===== config.mk =====
export PLATFORM = sky130hd
export DESIGN_NAME = cfg_route_top
export DESIGN_NICKNAME = d
export VERILOG_FILES = /design/src/rtl/cfg_route_pkg.sv /design/src/rtl/cfg_route_regs.sv /design/src/rtl/cfg_route_cmp.sv /design/src/rtl/cfg_route_fsm.sv /design/src/rtl/cfg_route_top.sv
export SDC_FILE = /design/constraint.sdc
export NUM_CORES = 1
export LEC_CHECK = 0
export CAP_MARGIN = 20
export CORE_UTILIZATION = 29
export CTS_CLUSTER_DIAMETER = 80
export CTS_CLUSTER_SIZE = 16
export DETAILED_ROUTE_END_ITERATION = 8
export SLEW_MARGIN = 5
export SYNTH_ARGS = -nofsm -noshare
export SYNTH_HDL_FRONTEND = slang
export SYNTH_SLANG_ARGS = --single-unit

===== constraint.sdc =====
create_clock -name clk -period 3.3 [get_ports clk]
set_input_delay 0.66 -clock clk [delete_from_list [all_inputs] [get_ports clk]]
set_output_delay 0.66 -clock clk [all_outputs]
set_load 0.05 [all_outputs]

===== src/rtl/cfg_route_pkg.sv =====
package cfg_route_pkg;
    localparam int ROUTE_W = 2;

    typedef enum logic [ROUTE_W-1:0] {
        RT_UNCLAIMED = 2'd0,
        RT_TYPE0     = 2'd1,
        RT_TYPE1     = 2'd2,
        RT_REJECT    = 2'd3
    } route_e;

    typedef enum logic {
        ST_IDLE = 1'b0,
        ST_RESP = 1'b1
    } fsm_e;
endpackage


===== src/rtl/cfg_route_regs.sv =====
module cfg_route_regs #(
    parameter int BUS_W   = 8,
    parameter int FIELD_N = 3,
    localparam int REG_W  = BUS_W * FIELD_N
) (
    input  logic               clk,
    input  logic               rst_n,
    input  logic               wr,
    input  logic [FIELD_N-1:0] be,
    input  logic [REG_W-1:0]   wdata,
    output logic [REG_W-1:0]   rdata
);
    genvar k;
    generate
        for (k = 0; k < FIELD_N; k++) begin : g_lane
            logic [BUS_W-1:0] lane_q;
            always_ff @(posedge clk) begin
                if (!rst_n)
                    lane_q <= '0;
                else if (wr && be[k])
                    lane_q <= wdata[k*BUS_W +: BUS_W];
            end
            assign rdata[k*BUS_W +: BUS_W] = lane_q;
        end
    endgenerate
endmodule


===== src/rtl/cfg_route_cmp.sv =====
module cfg_route_cmp
    import cfg_route_pkg::*;
#(
    parameter int BUS_W = 8
) (
    input  logic [BUS_W-1:0] target,
    input  logic [BUS_W-1:0] up_bus,
    input  logic [BUS_W-1:0] below_bus,
    input  logic [BUS_W-1:0] top_bus,
    output route_e           route
);
    logic hit_below, hit_range, hit_up;

    assign hit_below = (target == below_bus);
    assign hit_range = (target > below_bus) && (target <= top_bus);
    assign hit_up    = (target == up_bus);

    always_comb begin
        if (hit_below)
            route = RT_TYPE0;
        else if (hit_range)
            route = RT_TYPE1;
        else if (hit_up)
            route = RT_REJECT;
        else
            route = RT_UNCLAIMED;
    end
endmodule


===== src/rtl/cfg_route_fsm.sv =====
module cfg_route_fsm
    import cfg_route_pkg::*;
(
    input  logic   clk,
    input  logic   rst_n,
    input  logic   req_valid,
    input  logic   rsp_ready,
    input  route_e route_in,
    output logic   req_ready,
    output logic   rsp_valid,
    output route_e route_q
);
    fsm_e state_q, state_d;
    logic take;

    assign take = (state_q == ST_IDLE) && req_valid;

    always_comb begin
        state_d = state_q;
        unique case (state_q)
            ST_IDLE: if (req_valid) state_d = ST_RESP;
            ST_RESP: if (rsp_ready) state_d = ST_IDLE;
            default: state_d = ST_IDLE;
        endcase
    end

    always_ff @(posedge clk) begin
        if (!rst_n) begin
            state_q <= ST_IDLE;
            route_q <= RT_UNCLAIMED;
        end else begin
            state_q <= state_d;
            if (take)
                route_q <= route_in;
        end
    end

    always_comb begin
        req_ready = 1'b0;
        rsp_valid = 1'b0;
        unique case (state_q)
            ST_IDLE: req_ready = 1'b1;
            ST_RESP: rsp_valid = 1'b1;
            default: req_ready = 1'b0;
        endcase
    end
endmodule


===== src/rtl/cfg_route_top.sv =====
module cfg_route_top
    import cfg_route_pkg::*;
#(
    parameter int BUS_W   = 8,
    parameter int FIELD_N = 3,
    localparam int REG_W  = BUS_W * FIELD_N
) (
    input  logic               clk,
    input  logic               rst_n,
    input  logic               reg_wr,
    input  logic [FIELD_N-1:0] reg_be,
    input  logic [REG_W-1:0]   reg_wdata,
    output logic [REG_W-1:0]   reg_rdata,
    input  logic               req_valid,
    output logic               req_ready,
    input  logic [BUS_W-1:0]   req_bus,
    output logic               rsp_valid,
    input  logic               rsp_ready,
    output logic [ROUTE_W-1:0] rsp_route
);
    route_e route_c, route_r;

    cfg_route_regs #(.BUS_W(BUS_W), .FIELD_N(FIELD_N)) u_regs (
        .clk   (clk),
        .rst_n (rst_n),
        .wr    (reg_wr),
        .be    (reg_be),
        .wdata (reg_wdata),
        .rdata (reg_rdata)
    );

    cfg_route_cmp #(.BUS_W(BUS_W)) u_cmp (
        .target    (req_bus),
        .up_bus    (reg_rdata[0*BUS_W +: BUS_W]),
        .below_bus (reg_rdata[1*BUS_W +: BUS_W]),
        .top_bus   (reg_rdata[2*BUS_W +: BUS_W]),
        .route     (route_c)
    );

    cfg_route_fsm u_fsm (
        .clk       (clk),
        .rst_n     (rst_n),
        .req_valid (req_valid),
        .rsp_ready (rsp_ready),
        .route_in  (route_c),
        .req_ready (req_ready),
        .rsp_valid (rsp_valid),
        .route_q   (route_r)
    );

    assign rsp_route = route_r;
endmodule


== After elaboration in Yosys (flattened, before gate mapping) ==
Cells that the tools add are included.
W data, S select, Z words.

* Flip-flop bits (word level): 27
* Bits in latches: 0
* Bits in writable memories: 0
* ROM bits: 0
* Bits of input ports: 40
* Logic and storage cells: 23
* Memories: 0

* $add $sub $neg: 0
* Multipliers: 0
* Divide/modulo/power cells: 0
* $lt $le $gt $ge: 2
* Equal/unequal tests: 2
* Shift operators: 0
* Multiplexer cells: 8
* Bitwise operators: 1
* Reduce and logical (&&, ||, !) cells: 5

{| class="wikitable"
|+ Operators with widths
! operator !! number
|-
| $eq A8 B8 Y1 || 2
|-
| $gt A8 B8 Y1 || 1
|-
| $le A8 B8 Y1 || 1
|-
| $mux W2 || 3
|-
| $logic_and A1 B1 Y1 || 5
|-
| $mux W1 || 4
|-
| $pmux W1 S2 || 1
|-
| $not A1 Y1 || 1
|}

== Logic depth before layout (Yosys ltp) ==
* Word-level depth: 4
* Gate-level depth with buffers: 8
* Gate-level depth less buffers: 8

== Modules after synthesis ==
A second synthesis with hierarchy kept.

* Cells, all modules: 195
* Area, all modules: 1695.4 um^2

{| class="wikitable"
|+ By module, submodules not included
! module !! instances !! cells each !! area an instance (um^2)
|-
| cfg_route_regs || 1 || 113 || 1074.8
|-
| cfg_route_cmp || 1 || 69 || 494.2
|-
| cfg_route_fsm || 1 || 13 || 126.4
|}

== Least setup slack after synthesis ==
No wires, ideal clock.

* Path kind: register to register
* Start point: register u_regs.g_lane[2].lane_q[1]
* End point: register u_fsm.route_q[0]
* Setup time: 0.117 ns
* Arrival time: 1.772 ns
* Required time: 3.183 ns
* Setup slack: 1.410 ns
* Cell stages (with the launch flop): 9
* Period minus slack after synthesis: 1.890 ns
* Cell sequence: dfxtp_1 -> inv_1 -> ha_1 -> nor2b_1 -> o211ai_1 -> a21oi_1 -> o22ai_1 -> o211ai_1 -> a32o_1

* Cells in the longest elaborated chain, start to end: 4

{| class="wikitable"
|+ RTL lines
! item !! line !! RTL
|-
| start, declared || cfg_route_regs.sv:16 || <nowiki>logic [BUS_W-1:0] lane_q;</nowiki>
|-
| start signal, assigned || cfg_route_regs.sv:21 || <nowiki>lane_q <= wdata[k*BUS_W +: BUS_W];</nowiki>
|-
| $le A8 B8 Y1 || cfg_route_cmp.sv:15 || <nowiki>assign hit_range = (target > below_bus) && (target <= top_bus);</nowiki>
|-
| $logic_and A1 B1 Y1 || cfg_route_cmp.sv:15 ||
|-
| $mux W2 || cfg_route_cmp.sv:21 || <nowiki>else if (hit_range)</nowiki>
|-
| $mux W2 || cfg_route_cmp.sv:19 || <nowiki>if (hit_below)</nowiki>
|-
| end signal, assigned || cfg_route_fsm.sv:34 || <nowiki>route_q <= route_in;</nowiki>
|-
| end, declared || cfg_route_fsm.sv:11 || <nowiki>output route_e route_q</nowiki>
|}

Every way passes these cells.
A chain may end at the register's enable or synchronous reset.

== Worst setup path after layout ==
* Start point: register u_regs.g_lane[0].lane_q[6]
* End point: output port reg_rdata[6]

{| class="wikitable"
|+ RTL lines
! item !! line !! RTL
|-
| start, declared || cfg_route_regs.sv:16 ||
|-
| start signal, assigned || cfg_route_regs.sv:21 ||
|-
| end, declared || cfg_route_top.sv:13 || <nowiki>output logic [REG_W-1:0] reg_rdata,</nowiki>
|}

No word-level cell between the ends.

==> impl_metrics.toml <==
[run_status]
status = "complete, no violations"

[hold_path]
min_to = "u_regs.g_lane[2].lane_q[3]$_SDFFE_PN0P_"
min_from = "u_regs.g_lane[2].lane_q[3]$_SDFFE_PN0P_"
hold_path.class = "flip-flop to flip-flop"
holdPathStages = 2

[timing]
rsz0062_at_grt = "no"
maxSlewHeadroom = 0.4230
timing_hold_violations_final = 0
worst_slack_ns = 1.143
drv_slew = 0
min_period_over_period = 0.6537
setup_viol = 0
finalSetupTns_ns = 0
finalClockSkew_ns = 0.003626
fmax_mhz = 463.6
worst_slew_pin_slew_ns = 0.8627
finalCriticalPeriod_ns = 2.157

[global_route]
grt_usage = 0.1391
grt_pass1_wl_um = 6044
grt_pass1_vias = 1337
overflow = 0
grt_max_degree = 29
antenna_found_initial = 0

[power]
ir_drop_uv = 193.9
cellPowerDensity_nw_per_um2 = 335.7
leakagePower_nw = 0.8552

[critical_path]
cp.depth = 1
worst_r2r_path_depth = 8
critical_path_required_ns = 2.64
crit_chain = "clkdlybuf4s50_1"
r2r_slack_ns = 1.65
r2r_start = "u_regs.g_lane[2].lane_q[1]$_SDFFE_PN0P_"
r2r-end = "u_fsm.route_q[0]$_SDFFE_PN0P_"
critPathBufInv = 1
cpPeakStageDelay_ns = 0.82
cp.arrival_ns = 1.50
path_delay_family = "buffers and inverters"
crit_fanout = 3
start_kind = "flip-flop"
critPathKind = "flip-flop to output pin"
crit_slowest_cell = "clkdlybuf4s50_1"
crit_path_end_kind = "output pin"
cp-startpoint = "u_regs.g_lane[0].lane_q[6]$_SDFFE_PN0P_"

[cts]
clock_sinks = 27
ctsHtreeMaxLevel = 1
cts_resized = 0
cts_buffers = 3
insertion_delay_ns = 0.27
path_clk_slew_ns = 0.09
root_buffer = "clkbuf_8"
cts_tree = "done"
cts_setup_buffers = 0
holdBufCountCts = 0
clockBufferDepth = 2

[drt]
routed_via_density = 4.550
drt_iter0_markers = 49
drc = 0
dr_total_vias = 1465
drtAntennaViolNets = 0
avgRoutedWirePerCell_um = 11.87
dr.pass1.iters = 4
routed_wl_um = 3823

[final_layout]
postLayoutCellArea_um2 = 2303
fill_cells = 550
final_nets = 309
area_delta_synth_final_pct = 51.27
final_core_util = 0.4539
drive_gt1_frac = 0.02778
n_antenna_cell = 0

[yosys]
yosysSeqAreaShare = 0.3550
synth.most_common_cell = "nand2_1"
synthTopCellsByCount = "34 x nand2_1, 27 x dfxtp_1, 24 x a21boi_0, 24 x nand3_1"
synth_area_leaders = "dfxtp_1 35%, ha_1 13%, a21boi_0 12%"
synth_area_um2 = 1523
synth_cells = 188
synthArstFlopShare = 0
synth_cell_types = 21
synth_seq_cells = 27
synth.net_count = 244
ys.flop_type = "dfxtp_1"
synth_edf_count = 0
synth_area_leader_cell = "dfxtp_1"
avgSynthCellArea_um2 = 8.100
yosysWarnings = 0
synth_top_area_share = 0.3550

[placement]
gp_congestion = 0.7479
place_hpwl_um = 3042
post_dp_cell_area_um2 = 2257
dp_slack_ns = 0.8632
port_buffers = 67

[floorplan]
ios = 68
core-area_um2 = 5075
die_w_um = 74.46
start_util = 0.3000
die_h_um = 74.46
dieArea_um2 = 5544
row_count = 26

[run]
cap_violations = 0
## layout make-up
| cell class | instances | area, um^2 | area share |
|---|---|---|---|
| timing repair buffer | 69 | 685.7 | 0.2977 |
| sequential | 27 | 540.5 | 0.2347 |
| inverter | 16 | 60.06 | 0.02607 |
| multi-input combinational | 136 | 883.3 | 0.3835 |
| clock inverter | 1 | 5.005 | 0.002173 |
| clock buffer | 3 | 41.29 | 0.01793 |
| tap | 70 | 87.58 | 0.03802 |
## flip-flops by register name, summed over array words and instances (netlist names)
register and cells:
u_fsm.route_q 2, u_fsm.state_q 1, u_regs.g_lane.lane_q 24
## stage by stage
step / std cells / hold WS, ns / power [W]
after global routing: 322 / 0.5266 / 0.0008121
final: 322 / 0.4916 / 0.0007732
after detailed placement: 318 / 0.4861 / 0.0005916
after global placement: 318 / 0.4793 / 0.0005907
after floorplan: 188 / 0.6885 / 0.0004912
after CTS: 322 / 0.4993 / 0.0007807
## placed cells by master, fill, tap and decap left out, types with 4 or more instances in the layout
master and count:
a21boi_0 24, a21oi_1 9, clkdlybuf4s50_1 67, dfxtp_1 27
ha_1 16, inv_1 16, nand2_1 34, nand3_1 24
nand4_1 4, xor2_1 8
## power breakdown
part	leakage, nW	total, W	internal [W]	switching, W
sequential	0.221	0.000354	0.000341	0.0000129
clock	0.0255	0.000190	0.0000847	0.000105
combinational	0.609	0.000229	0.000105	0.000124
## worst max-delay path by stage
stage / to / slack [ns]
after CTS: reg_rdata[6] / 1.12
after global routing: reg_rdata[6] / 1.09
after detailed placement: u_fsm.route_q[0]$_SDFFE_PN0P_ / 0.86
after floorplan: u_fsm.route_q[0]$_SDFFE_PN0P_ / 1.41
after global placement: u_fsm.route_q[0]$_SDFFE_PN0P_ / 0.90
final: reg_rdata[6] / 1.14
## per-layer routing
metal | wire length [um] | vias up | track usage | part of all wire
met2 | 1689 | 41 | 0.2332 | 0.44
met3 | 230 | 2 | 0.03388 | 0.060
met1 | 1885 | 648 | 0.1829 | 0.49
met5 | 0 | - | 0 | 0
met4 | 17 | 0 | 0.02516 | 0.0044
li1 | - | 774 | - | -
## cell families after synthesis
logic type	Yosys count	share of synthesized area
xor+xnor	8	0.04602
compound gates	44	0.1988
flops	27	0.3550
buf+inv	25	0.06492
fa+ha+maj	16	0.1315
simple gates	68	0.2038
No activity file was read; power rests on OpenSTA's default activity.
